===== src/rtl/sram_ctrl_pkg.sv =====
package sram_ctrl_pkg;

  typedef enum logic [2:0] {
    ST_IDLE   = 3'd0,
    ST_W_ADDR = 3'd1,
    ST_W_STRB = 3'd2,
    ST_W_HOLD = 3'd3,
    ST_R_ACC  = 3'd4,
    ST_PAD    = 3'd5
  } cyc_state_e;

  // Indices into the packed set of timing inputs
  localparam int unsigned T_W_AS  = 0;
  localparam int unsigned T_W_STB = 1;
  localparam int unsigned T_W_DS  = 2;
  localparam int unsigned T_W_DH  = 3;
  localparam int unsigned T_W_CS  = 4;
  localparam int unsigned T_W_CYC = 5;
  localparam int unsigned T_R_AA  = 6;
  localparam int unsigned T_R_CA  = 7;
  localparam int unsigned T_R_OA  = 8;
  localparam int unsigned T_R_CYC = 9;
  localparam int unsigned T_TURN  = 10;
  localparam int unsigned T_COUNT = 11;

endpackage


===== src/rtl/sram_phase_limits.sv =====
module sram_phase_limits
  import sram_ctrl_pkg::*;
#(
  parameter int unsigned CNT_W = 4,
  parameter int unsigned EL_W  = CNT_W + 2
) (
  input  logic [T_COUNT-1:0][CNT_W-1:0] raw_cfg,
  output logic [EL_W-1:0]               lim_addr_setup,
  output logic [EL_W-1:0]               lim_strobe,
  output logic [EL_W-1:0]               lim_cs_min,
  output logic [EL_W-1:0]               lim_hold,
  output logic [EL_W-1:0]               lim_wr_cycle,
  output logic [EL_W-1:0]               lim_rd_access,
  output logic [EL_W-1:0]               lim_rd_cycle,
  output logic [EL_W-1:0]               lim_turn
);

  localparam int unsigned PAD_W = EL_W - CNT_W;

  logic [T_COUNT-1:0][EL_W-1:0] norm;

  // A programmed zero still means one clock of the phase
  for (genvar gi = 0; gi < T_COUNT; gi++) begin : g_norm
    always_comb begin
      if (raw_cfg[gi] == '0) norm[gi] = EL_W'(1);
      else                   norm[gi] = {{PAD_W{1'b0}}, raw_cfg[gi]};
    end
  end

  function automatic logic [EL_W-1:0] max2(input logic [EL_W-1:0] a,
                                           input logic [EL_W-1:0] b);
    return (a > b) ? a : b;
  endfunction

  always_comb begin
    lim_addr_setup = norm[T_W_AS];
    lim_strobe     = max2(norm[T_W_STB], norm[T_W_DS]);
    lim_cs_min     = norm[T_W_CS];
    lim_hold       = norm[T_W_DH];
    lim_wr_cycle   = norm[T_W_CYC];
    lim_rd_access  = max2(max2(norm[T_R_AA], norm[T_R_CA]), norm[T_R_OA]);
    lim_rd_cycle   = norm[T_R_CYC];
    lim_turn       = norm[T_TURN];
  end

endmodule


===== src/rtl/sram_cycle_counters.sv =====
module sram_cycle_counters #(
  parameter int unsigned EL_W = 6
) (
  input  logic            clk,
  input  logic            rst_n,
  input  logic            start,
  input  logic            phase_restart,
  output logic [EL_W-1:0] phase_cnt,
  output logic [EL_W-1:0] elapsed_cnt
);

  localparam logic [EL_W-1:0] CNT_MAX = '1;

  // Both counters read 1 in the first cycle they cover and saturate
  always_ff @(posedge clk or negedge rst_n) begin
    if (!rst_n) begin
      phase_cnt   <= '0;
      elapsed_cnt <= '0;
    end else if (start) begin
      phase_cnt   <= EL_W'(1);
      elapsed_cnt <= EL_W'(1);
    end else begin
      if (phase_restart)          phase_cnt <= EL_W'(1);
      else if (phase_cnt != CNT_MAX) phase_cnt <= phase_cnt + 1'b1;
      if (elapsed_cnt != CNT_MAX) elapsed_cnt <= elapsed_cnt + 1'b1;
    end
  end

  assert_elapsed_runs_R8: assert property (@(posedge clk) disable iff (!rst_n)
    (!start && $past(elapsed_cnt) != CNT_MAX && $past(rst_n))
      |-> elapsed_cnt == $past(elapsed_cnt) + 1'b1 || $past(start));

endmodule


===== src/rtl/sram_turnaround.sv =====
module sram_turnaround #(
  parameter int unsigned EL_W = 6
) (
  input  logic            clk,
  input  logic            rst_n,
  input  logic            load,
  input  logic [EL_W-1:0] load_val,
  output logic            busy
);

  logic [EL_W-1:0] remain;

  always_ff @(posedge clk or negedge rst_n) begin
    if (!rst_n)            remain <= '0;
    else if (load)         remain <= load_val;
    else if (remain != '0) remain <= remain - 1'b1;
  end

  assign busy = (remain != '0);

  assert_turn_loaded_R10: assert property (@(posedge clk) disable iff (!rst_n)
    (load && load_val != '0) |=> busy);

endmodule


===== src/rtl/sram_cycle_fsm.sv =====
module sram_cycle_fsm
  import sram_ctrl_pkg::*;
#(
  parameter int unsigned EL_W = 6
) (
  input  logic            clk,
  input  logic            rst_n,
  input  logic            req_valid,
  input  logic            req_write,
  input  logic            turn_busy,
  input  logic [EL_W-1:0] lim_addr_setup,
  input  logic [EL_W-1:0] lim_strobe,
  input  logic [EL_W-1:0] lim_cs_min,
  input  logic [EL_W-1:0] lim_hold,
  input  logic [EL_W-1:0] lim_wr_cycle,
  input  logic [EL_W-1:0] lim_rd_access,
  input  logic [EL_W-1:0] lim_rd_cycle,
  input  logic [EL_W-1:0] phase_cnt,
  input  logic [EL_W-1:0] elapsed_cnt,
  output logic            req_ready,
  output logic            accept,
  output logic            phase_restart,
  output logic            capture,
  output logic            done,
  output logic            read_done,
  output logic            ce_n,
  output logic            oe_n,
  output logic            we_n,
  output logic            dq_oe
);

  cyc_state_e state_q, state_d;
  logic       op_write_q;

  assign req_ready = (state_q == ST_IDLE) && !(req_write && turn_busy);
  assign accept    = req_valid && req_ready;

  always_comb begin
    state_d       = state_q;
    phase_restart = 1'b0;
    capture       = 1'b0;
    done          = 1'b0;
    unique case (state_q)
      ST_IDLE: begin
        if (accept) state_d = req_write ? ST_W_ADDR : ST_R_ACC;
      end
      ST_W_ADDR: begin
        if (phase_cnt >= lim_addr_setup) begin
          state_d       = ST_W_STRB;
          phase_restart = 1'b1;
        end
      end
      ST_W_STRB: begin
        if (phase_cnt >= lim_strobe && elapsed_cnt >= lim_cs_min) begin
          state_d       = ST_W_HOLD;
          phase_restart = 1'b1;
        end
      end
      ST_W_HOLD: begin
        if (phase_cnt >= lim_hold) begin
          state_d       = ST_PAD;
          phase_restart = 1'b1;
        end
      end
      ST_R_ACC: begin
        if (elapsed_cnt >= lim_rd_access) begin
          state_d       = ST_PAD;
          phase_restart = 1'b1;
          capture       = 1'b1;
        end
      end
      ST_PAD: begin
        if (elapsed_cnt >= (op_write_q ? lim_wr_cycle : lim_rd_cycle)) begin
          state_d = ST_IDLE;
          done    = 1'b1;
        end
      end
      default: state_d = ST_IDLE;
    endcase
  end

  assign read_done = done && !op_write_q;

  always_ff @(posedge clk or negedge rst_n) begin
    if (!rst_n) begin
      state_q    <= ST_IDLE;
      op_write_q <= 1'b0;
      ce_n       <= 1'b1;
      oe_n       <= 1'b1;
      we_n       <= 1'b1;
      dq_oe      <= 1'b0;
    end else begin
      state_q <= state_d;
      if (accept) op_write_q <= req_write;
      // Strobes come straight from flops, decoded from the next state
      ce_n  <= !(state_d inside {ST_W_ADDR, ST_W_STRB, ST_W_HOLD, ST_R_ACC});
      oe_n  <= (state_d != ST_R_ACC);
      we_n  <= (state_d != ST_W_STRB);
      dq_oe <= (state_d inside {ST_W_STRB, ST_W_HOLD});
    end
  end

  assert_ready_only_idle_R2: assert property (@(posedge clk) disable iff (!rst_n)
    !ce_n |-> !req_ready);

  assert_strobe_after_setup_R3: assert property (@(posedge clk) disable iff (!rst_n)
    $fell(we_n) |-> $past(!ce_n) && $past(!dq_oe));

endmodule


===== src/rtl/sram_async_ctrl.sv =====
module sram_async_ctrl
  import sram_ctrl_pkg::*;
#(
  parameter int unsigned ADDR_W = 16,
  parameter int unsigned DATA_W = 16,
  parameter int unsigned CNT_W  = 4
) (
  input  logic              clk,
  input  logic              rst_n,
  input  logic              req_valid,
  output logic              req_ready,
  input  logic              req_write,
  input  logic [ADDR_W-1:0] req_addr,
  input  logic [DATA_W-1:0] req_wdata,
  output logic              done,
  output logic              rd_valid,
  output logic [DATA_W-1:0] rd_data,
  input  logic [CNT_W-1:0]  cfg_wr_addr_setup,
  input  logic [CNT_W-1:0]  cfg_wr_strobe,
  input  logic [CNT_W-1:0]  cfg_wr_data_setup,
  input  logic [CNT_W-1:0]  cfg_wr_data_hold,
  input  logic [CNT_W-1:0]  cfg_wr_cs_min,
  input  logic [CNT_W-1:0]  cfg_wr_cycle,
  input  logic [CNT_W-1:0]  cfg_rd_addr_access,
  input  logic [CNT_W-1:0]  cfg_rd_cs_access,
  input  logic [CNT_W-1:0]  cfg_rd_oe_access,
  input  logic [CNT_W-1:0]  cfg_rd_cycle,
  input  logic [CNT_W-1:0]  cfg_turnaround,
  output logic [ADDR_W-1:0] mem_addr,
  output logic              mem_ce_n,
  output logic              mem_oe_n,
  output logic              mem_we_n,
  output logic [DATA_W-1:0] mem_dq_out,
  output logic              mem_dq_oe,
  input  logic [DATA_W-1:0] mem_dq_in
);

  localparam int unsigned EL_W = CNT_W + 2;

  logic [T_COUNT-1:0][CNT_W-1:0] raw_cfg;
  logic [EL_W-1:0] lim_as, lim_stb, lim_cs, lim_dh, lim_wc, lim_ra, lim_rc, lim_tn;
  logic [EL_W-1:0] phase_cnt, elapsed_cnt;
  logic accept, phase_restart, capture, read_done, turn_busy;

  always_comb begin
    raw_cfg          = '0;
    raw_cfg[T_W_AS]  = cfg_wr_addr_setup;
    raw_cfg[T_W_STB] = cfg_wr_strobe;
    raw_cfg[T_W_DS]  = cfg_wr_data_setup;
    raw_cfg[T_W_DH]  = cfg_wr_data_hold;
    raw_cfg[T_W_CS]  = cfg_wr_cs_min;
    raw_cfg[T_W_CYC] = cfg_wr_cycle;
    raw_cfg[T_R_AA]  = cfg_rd_addr_access;
    raw_cfg[T_R_CA]  = cfg_rd_cs_access;
    raw_cfg[T_R_OA]  = cfg_rd_oe_access;
    raw_cfg[T_R_CYC] = cfg_rd_cycle;
    raw_cfg[T_TURN]  = cfg_turnaround;
  end

  sram_phase_limits #(.CNT_W(CNT_W), .EL_W(EL_W)) u_limits (
    .raw_cfg        (raw_cfg),
    .lim_addr_setup (lim_as),
    .lim_strobe     (lim_stb),
    .lim_cs_min     (lim_cs),
    .lim_hold       (lim_dh),
    .lim_wr_cycle   (lim_wc),
    .lim_rd_access  (lim_ra),
    .lim_rd_cycle   (lim_rc),
    .lim_turn       (lim_tn)
  );

  sram_cycle_counters #(.EL_W(EL_W)) u_counters (
    .clk           (clk),
    .rst_n         (rst_n),
    .start         (accept),
    .phase_restart (phase_restart),
    .phase_cnt     (phase_cnt),
    .elapsed_cnt   (elapsed_cnt)
  );

  sram_turnaround #(.EL_W(EL_W)) u_turn (
    .clk      (clk),
    .rst_n    (rst_n),
    .load     (read_done),
    .load_val (lim_tn),
    .busy     (turn_busy)
  );

  sram_cycle_fsm #(.EL_W(EL_W)) u_fsm (
    .clk            (clk),
    .rst_n          (rst_n),
    .req_valid      (req_valid),
    .req_write      (req_write),
    .turn_busy      (turn_busy),
    .lim_addr_setup (lim_as),
    .lim_strobe     (lim_stb),
    .lim_cs_min     (lim_cs),
    .lim_hold       (lim_dh),
    .lim_wr_cycle   (lim_wc),
    .lim_rd_access  (lim_ra),
    .lim_rd_cycle   (lim_rc),
    .phase_cnt      (phase_cnt),
    .elapsed_cnt    (elapsed_cnt),
    .req_ready      (req_ready),
    .accept         (accept),
    .phase_restart  (phase_restart),
    .capture        (capture),
    .done           (done),
    .read_done      (read_done),
    .ce_n           (mem_ce_n),
    .oe_n           (mem_oe_n),
    .we_n           (mem_we_n),
    .dq_oe          (mem_dq_oe)
  );

  // Address and write word are latched once per cycle and held to its end
  always_ff @(posedge clk or negedge rst_n) begin
    if (!rst_n) begin
      mem_addr   <= '0;
      mem_dq_out <= '0;
    end else if (accept) begin
      mem_addr   <= req_addr;
      mem_dq_out <= req_wdata;
    end
  end

  always_ff @(posedge clk or negedge rst_n) begin
    if (!rst_n) begin
      rd_valid <= 1'b0;
      rd_data  <= '0;
    end else begin
      rd_valid <= capture;
      if (capture) rd_data <= mem_dq_in;
    end
  end

  assert_we_inside_ce_R3: assert property (@(posedge clk) disable iff (!rst_n)
    !mem_we_n |-> !mem_ce_n);

  assert_no_bus_fight_R9: assert property (@(posedge clk) disable iff (!rst_n)
    mem_dq_oe |-> mem_oe_n);

  assert_addr_held_R8: assert property (@(posedge clk) disable iff (!rst_n)
    (!mem_ce_n && $past(!mem_ce_n)) |-> $stable(mem_addr));

  assert_done_one_clock_R2: assert property (@(posedge clk) disable iff (!rst_n)
    done |=> !done);

  assert_rd_after_oe_R7: assert property (@(posedge clk) disable iff (!rst_n)
    rd_valid |-> $past(!mem_oe_n) && mem_oe_n);

  assert_no_write_in_turn_R10: assert property (@(posedge clk) disable iff (!rst_n)
    (accept && req_write) |-> !turn_busy);

endmodule


===== config.mk =====
export PLATFORM = sky130hd
export DESIGN_NAME = sram_async_ctrl
export DESIGN_NICKNAME = d
export VERILOG_FILES = /design/src/rtl/sram_ctrl_pkg.sv /design/src/rtl/sram_phase_limits.sv /design/src/rtl/sram_cycle_counters.sv /design/src/rtl/sram_turnaround.sv /design/src/rtl/sram_cycle_fsm.sv /design/src/rtl/sram_async_ctrl.sv
export SDC_FILE = /design/constraint.sdc
export NUM_CORES = 1
export LEC_CHECK = 0
export ABC_CLOCK_PERIOD_IN_PS = 2800
export BUFFER_PORTS_ARGS = -buffer_cell sky130_fd_sc_hd__buf_2
export CAP_MARGIN = 5
export CORE_ASPECT_RATIO = 0.7
export CORE_MARGIN = 10
export CORE_UTILIZATION = 48
export CTS_CLUSTER_DIAMETER = 30
export DETAILED_ROUTE_END_ITERATION = 8
export GPL_ROUTABILITY_DRIVEN = 0
export GPL_TIMING_DRIVEN = 0
export PLACE_DENSITY = 0.78
export SLEW_MARGIN = 20
export SYNTH_ARGS = -nofsm -noshare
export SYNTH_HDL_FRONTEND = slang
export SYNTH_HIERARCHICAL = 1
export SYNTH_SLANG_ARGS = --single-unit
export TNS_END_PERCENT = 1

===== constraint.sdc =====
create_clock -name clk -period 2.8 [get_ports clk]
set_clock_uncertainty 0.1 [all_clocks]
set_input_delay 0.56 -clock clk [delete_from_list [all_inputs] [get_ports clk]]
set_output_delay 0.56 -clock clk [all_outputs]
set_load 0.02 [all_outputs]

Yosys cells after proc, flatten, opt, wreduce, memory -nomap -nowiden
Cells that the tools add are included.
{"block": "op_classes", "add_sub_neg": 3, "magnitude_cmp": 9, "n_eq_ne": 13, "muxes": 38, "reduce_logical": 26}
{"op": "4-bit 2-to-1 mux", "n": 14}
{"op": "6-bit 2-to-1 mux", "n": 8}
{"op": "4-bit zero test", "n": 11}
{"op": "6-bit by 4-bit >= comparator with 1-bit output", "n": 4}
{"op": "3-bit 2-to-1 mux", "n": 7}
{"op": "3-bit one-hot mux with 6 select lines", "n": 1}
{"op": "6-bit by 1-bit adder with 6-bit output (second input constant)", "n": 2}
{"op": "3-bit by 2-bit == test with 1-bit output (second input constant)", "n": 4}
{"op": "6-bit >= comparator", "n": 2}
{"op": "6-bit != test (second input constant)", "n": 2}
{"op": "3-bit == test (second input constant)", "n": 3}
{"op": "4-bit greater-than comparator", "n": 2}
{"op": "1-bit 2-to-1 mux", "n": 7}
{"op": "3-bit by 1-bit == test with 1-bit output (second input constant)", "n": 2}
{"op": "6-bit by 4-bit greater-than comparator with 1-bit output", "n": 1}
{"op": "2-bit nonzero test", "n": 3}
{"op": "6-bit nonzero test", "n": 1}
{"op": "6-bit by 1-bit subtractor with 6-bit output (second input constant)", "n": 1}
{"op": "1-bit logical AND", "n": 5}
{"op": "1-bit one-hot mux with 4 select lines", "n": 1}
{"op": "4-bit nonzero test", "n": 1}
{"op": "1-bit zero test", "n": 3}
{"op": "3-bit zero test", "n": 1}
{"op": "3-bit by 2-bit != test with 1-bit output (second input constant)", "n": 1}
{"op": "other kinds (2)", "n": 2}
{"block": "word_totals", "regBits": 75, "input_bits": 96, "elab_cells": 102}

Logic depth before layout (Yosys ltp)
{"block": "logic_depth", "depth_word": 12, "mapped_depth": 23}

Modules after synthesis
The synthesis kept the hierarchy.
{"module": "sram_async_ctrl", "instances": 1, "cells_each": 103, "area_each_um2": 2019.4}
{"module": "sram_cycle_fsm", "instances": 1, "cells_each": 166, "area_each_um2": 1382.6}
{"module": "sram_phase_limits", "instances": 1, "cells_each": 114, "area_each_um2": 782.0}
{"module": "sram_cycle_counters", "instances": 1, "cells_each": 62, "area_each_um2": 616.8}
{"module": "sram_turnaround", "instances": 1, "cells_each": 40, "area_each_um2": 384.1}

Worst setup path before layout
Ideal clock, no wire load.
{"block": "synth_path", "kind": "input port to flip-flop", "from": "input port cfg_rd_addr_access[1]", "to": "register rd_data[10]", "setup_ns": 0.125, "arrival_ns": 4.288, "path_slack_ns": -1.713, "cell_stages": 20, "path_buffers": 2, "path_cell_list": "nor3_1 -> nor2_1 -> ha_1 -> nand4_1 -> o21ai_0 -> a21oi_2 -> mux2_4 -> ha_1 -> and4_1 -> a21oi_1 -> mux2_2 -> inv_1 -> ha_1 -> a211oi_1 -> o21ai_0 -> o2111ai_1 -> inv_1 -> buf_6 -> buf_12 -> mux2_4"}
{"block": "synth_between", "elab_chain_cells": 9}
{"item": "from (decl)", "line_no": "sram_async_ctrl.sv:24", "rtl": "input logic [CNT_W-1:0] cfg_rd_addr_access,"}
{"item": "4-bit zero test", "line_no": "sram_phase_limits.sv:25", "rtl": "if (raw_cfg[gi] == '0) norm[gi] = EL_W'(1);"}
{"item": "4-bit 2-to-1 mux *", "line_no": "sram_phase_limits.sv:25"}
{"item": "4-bit greater-than comparator", "line_no": "sram_phase_limits.sv:32", "rtl": "return (a > b) ? a : b;"}
{"item": "4-bit 2-to-1 mux *", "line_no": "sram_phase_limits.sv:32"}
{"item": "6-bit by 4-bit greater-than comparator with 1-bit output", "line_no": "sram_phase_limits.sv:32"}
{"item": "6-bit 2-to-1 mux *", "line_no": "sram_phase_limits.sv:32"}
{"item": "named net lim_ra[1]", "line_no": "sram_async_ctrl.sv:41", "rtl": "logic [EL_W-1:0] lim_as, lim_stb, lim_cs, lim_dh, lim_wc, lim_ra, lim_rc, lim_tn;"}
{"item": "6-bit >= comparator *", "line_no": "sram_cycle_fsm.sv:66", "rtl": "if (elapsed_cnt >= lim_rd_access) begin"}
{"item": "1-bit 2-to-1 mux *", "line_no": "sram_cycle_fsm.sv:66"}
{"item": "1-bit 2-to-1 mux *", "line_no": "sram_cycle_fsm.sv:43", "rtl": "unique case (state_q)"}
{"item": "named net capture", "line_no": "sram_async_ctrl.sv:43", "rtl": "logic accept, phase_restart, capture, read_done, turn_busy;"}
{"item": "to (signal assigned)", "line_no": "sram_async_ctrl.sv:133", "rtl": "if (capture) rd_data <= mem_dq_in;"}
{"item": "to (decl)", "line_no": "sram_async_ctrl.sv:17", "rtl": "output logic [DATA_W-1:0] rd_data,"}
The timed path passes the listed nets; every way through them passes the cells marked *.
A chain may end at the register's enable or synchronous reset.

Worst setup path in the final report
{"block": "layout_path", "from": "input port cfg_rd_addr_access[2]", "to": "register u_counters.phase_cnt[5]"}
{"block": "layout_between", "elab_chain_cells": 11, "word_cells_on_any_way": 12, "cone_classes": "3 x order compare; 7 x mux; 2 x reduce/logical"}
{"item": "4-bit zero test", "line_no": "sram_phase_limits.sv:25"}
{"item": "4-bit 2-to-1 mux *", "line_no": "sram_phase_limits.sv:25"}
{"item": "4-bit greater-than comparator", "line_no": "sram_phase_limits.sv:32"}
{"item": "4-bit 2-to-1 mux *", "line_no": "sram_phase_limits.sv:32"}
{"item": "6-bit by 4-bit greater-than comparator with 1-bit output", "line_no": "sram_phase_limits.sv:32"}
{"item": "6-bit 2-to-1 mux *", "line_no": "sram_phase_limits.sv:32"}
{"item": "named net lim_ra[0]", "line_no": "sram_async_ctrl.sv:41"}
{"item": "6-bit >= comparator *", "line_no": "sram_cycle_fsm.sv:66"}
{"item": "1-bit 2-to-1 mux *", "line_no": "sram_cycle_fsm.sv:66"}
{"item": "1-bit one-hot mux with 4 select lines *", "line_no": "sram_cycle_fsm.sv:43"}
{"item": "named net phase_restart", "line_no": "sram_async_ctrl.sv:43"}
{"item": "6-bit 2-to-1 mux", "line_no": "sram_cycle_counters.sv:23", "rtl": "if (phase_restart) phase_cnt <= EL_W'(1);"}
{"item": "6-bit 2-to-1 mux", "line_no": "sram_cycle_counters.sv:19", "rtl": "end else if (start) begin"}
{"item": "to (signal assigned)", "line_no": "sram_cycle_counters.sv:24", "rtl": "else if (phase_cnt != CNT_MAX) phase_cnt <= phase_cnt + 1'b1;"}
{"item": "to (decl)", "line_no": "sram_cycle_counters.sv:8", "rtl": "output logic [EL_W-1:0] phase_cnt,"}
Marks and branches as above.

==> impl_metrics.tcl <==
set metrics [dict create \
    synth_seq_cells 75 \
    violations "setup timing" \
    p_leak_nw 3.318 \
    fin_tns_setup_ns -38.30 \
    crit_family "compound AO/OA/AOI/OAI gates" \
    cts_max_level 3 \
    first_iter_violations 156 \
    synth_edf_count 0 \
    die_area_um2 15430 \
    clock-sinks 75 \
    wl_met1_um 5902 \
    route.top_layer_used "met4" \
    die_h_um 107.0 \
    synthesis.area_um2 5185 \
    final_area_um2 6689 \
    core_um2 10430 \
    cts_buffers 9 \
    synth.yosys.seq_area_share_pct 36.27 \
    peakVddDrop_v 0.0005110 \
    met2WireLength_um 6116 \
    rsz0062_at_grt "yes" \
    synth_compound_area_share_pct 11.41 \
    cp_slowest_stage_delay_ns 0.32 \
    cp_max_fo 5 \
    clk-insertion-delay-late_ns 0.32 \
    slew_headroom_pct 59.02 \
    hold_ws_ns 0.07451 \
    post-dp-hpwl_um 10450 \
    required_ns 2.95 \
    wire_per_inst_um 16.18 \
    setup_viol 28 \
    p_per_area_nw_per_um2 1033 \
    fmax_mhz 229.4 \
    synth.area.mux_share_pct 17.66 \
    yosysWarnings 6 \
    critPathKind "primary input to flip-flop" \
    drc 0 \
    path_buf_inv 3 \
    io_buffers 150 \
    hold_viol_final 0 \
    via_per_inst 5.096 \
    final_cells 803 \
    ios 151 \
    drt-total-wl_um 12990 \
    vias 4092 \
    crit_slowest_cell "mux2_4" \
    layout_common_cells "142 x buf_2, 72 x dfrtp_1, 49 x ha_1, 46 x mux2_4, 40 x inv_1" \
    diodes 0 \
    r2r_cells 9 \
    final_common_cell "buf_2" \
    finalCritPeriodShare_pct 155.7 \
    path_depth 25 \
    area_growth_pct 29.01 \
    ys.flop_type "dfrtp_1" \
    grt_util_all_layers_pct 16.53 \
    fillers 838 \
    grt_start_max_net_pins 44 \
    cap_violations 0 \
    grt_pass1_vias 4243 \
    nets 814 \
    cts_tree "built" \
    synthCells 485 \
    grt_antenna_before_repair 0 \
    place_area_um2 6237 \
    ctsHoldBuffers 0 \
    syn-mean-instance-area_um2 10.69 \
    grt-ovfl-total 0 \
    synth_top_family_by_area "multiplexers" \
    rows 31 \
    die_w_um 144.2 \
    grt_pass1_wl_um 20840 \
    root_buffer "clkbuf_16" \
    fin_crit_ns 4.358 \
    hold_path.class "primary input to async pin" \
    setup.worst_path.start_class "primary input" \
    drive_above_1_share_pct 46.05 \
    synth_adder_area_share_pct 12.55 \
    maxSlewViolCount 0 \
    worst_pin_slew_ns 0.6083 \
    cts.clk_slew.worst_paths_ns 0.06 \
    wl_met3_um 814 \
    synth_cell_types 63 \
    setup_ws_ns -1.558 \
    start_util_pct 49.69 \
    postSynth.asyncResetShare_pct 100.0 \
    arrival_ns 4.51 \
    dp.cells 783 \
    cts_buffer_depth 2 \
    dr.pass1.iters 4 \
    synthSimpleGateAreaFrac_pct 11.58 \
    ant_nets 0 \
    yosys.area_share.xor_xnor_pct 0.5068 \
    outcome "finished with violations" \
    cp-end-kind "flip-flop" \
]
## repair_timing
item,in CTS,in global routing
hold endpoints to repair,0,0
resized for setup,25,11
endpoints found under the setup margin,68,64
pin swaps,12,8
buffers inserted,3,1
## state kept, by name, indices dropped and copies added, names as in the netlist
register,cells
u_fsm/ce_n,1
mem_addr,16
u_fsm/state_q,3
u_counters/elapsed_cnt,6
rd_data,16
u_fsm/op_write_q,1
u_turn/remain,6
u_fsm/we_n,1
u_counters/phase_cnt,6
u_fsm/oe_n,1
u_fsm/dq_oe,1
rd_valid,1
mem_dq_out,16
## cells in the mapped netlist, drive strengths merged, types with 6 or more instances
cell type	number	area share, %
a211oi	6	0.97
a21oi	15	1.6
a31oi	11	1.3
buf	26	4.9
clkbuf	26	1.9
dfrtp	72	35
ha	52	13
inv	43	3.1
mux2	59	16
mux2i	9	1.7
nand2	15	1.1
nand2b	10	1.2
nand3	9	0.87
nor2	17	1.3
nor2b	9	1.2
nor3	20	1.9
o21a	6	0.87
o21ai	20	2.3
o31ai	6	0.97
or2	7	0.89
## where the power goes
| part | total, mW | internal [mW] | leakage, nW | switching (mW) |
|---|---|---|---|---|
| logic | 3.73 | 1.82 | 2.28 | 1.90 |
| clock network | 1.09 | 0.614 | 0.131 | 0.476 |
| registers | 2.10 | 1.64 | 0.903 | 0.462 |
| total | 6.91 | 4.07 | 3.32 | 2.84 |
## cell type report
| cell class | count | area, um^2 | area share, % |
|---|---|---|---|
| Clock buffer | 9 | 225.2 | 3.367 |
| Timing Repair Buffer | 155 | 847.1 | 12.66 |
| Inverter | 43 | 161.4 | 2.413 |
| Tap cell | 132 | 165.2 | 2.469 |
| Buffer | 52 | 359.1 | 5.368 |
| Sequential cell | 75 | 1881 | 28.11 |
| Clock inverter | 7 | 60.06 | 0.8979 |
| Multi-Input combinational cell | 330 | 2990 | 44.71 |
## through the flow
| step | util, % | setup WS, ns | power [mW] |
|---|---|---|---|
| floorplan | - | -1.504 | 4.624 |
| global placement | 59.56 | -1.863 | 5.509 |
| detailed placement | 59.78 | -2.106 | 5.685 |
| CTS | 63.58 | -1.498 | 6.927 |
| global route | 64.11 | -1.731 | 7.438 |
| finish | 64.11 | -1.558 | 6.912 |
## cells by family (layout without fill, tap and decap cells)
family	count (synthesis)	in the layout
xor+xnor	3	3
compound gates	84	84
other cells	1	16
simple gates	107	107
buf+inv	95	266
mux	68	68
flops	75	75
fa+ha+maj	52	52
## layer usage
layer	vias up	track usage (%)
met5	-	0
met4	0	3.597
met3	14	4.718
met2	131	27.62
met1	1918	20.80
li1	2029	-
## final timing paths
| path | from | endpoint | slack (ns) |
|---|---|---|---|
| min in group clk | mem_dq_in[14] | rd_data[14] | 0.37 |
| worst min-delay path | rst_n | u_turn/remain[1] | 0.07 |
| worst max-delay path | cfg_rd_addr_access[2] | u_counters/phase_cnt[5] | -1.56 |
| max in group asynchronous | rst_n | rd_data[7] | 1.95 |
| worst max register to register | u_counters/phase_cnt[3] | u_counters/phase_cnt[5] | 0.07 |
| worst min register to register | mem_addr[15] | mem_addr[15] | 0.40 |
Power figures use the tool's default switching activity.
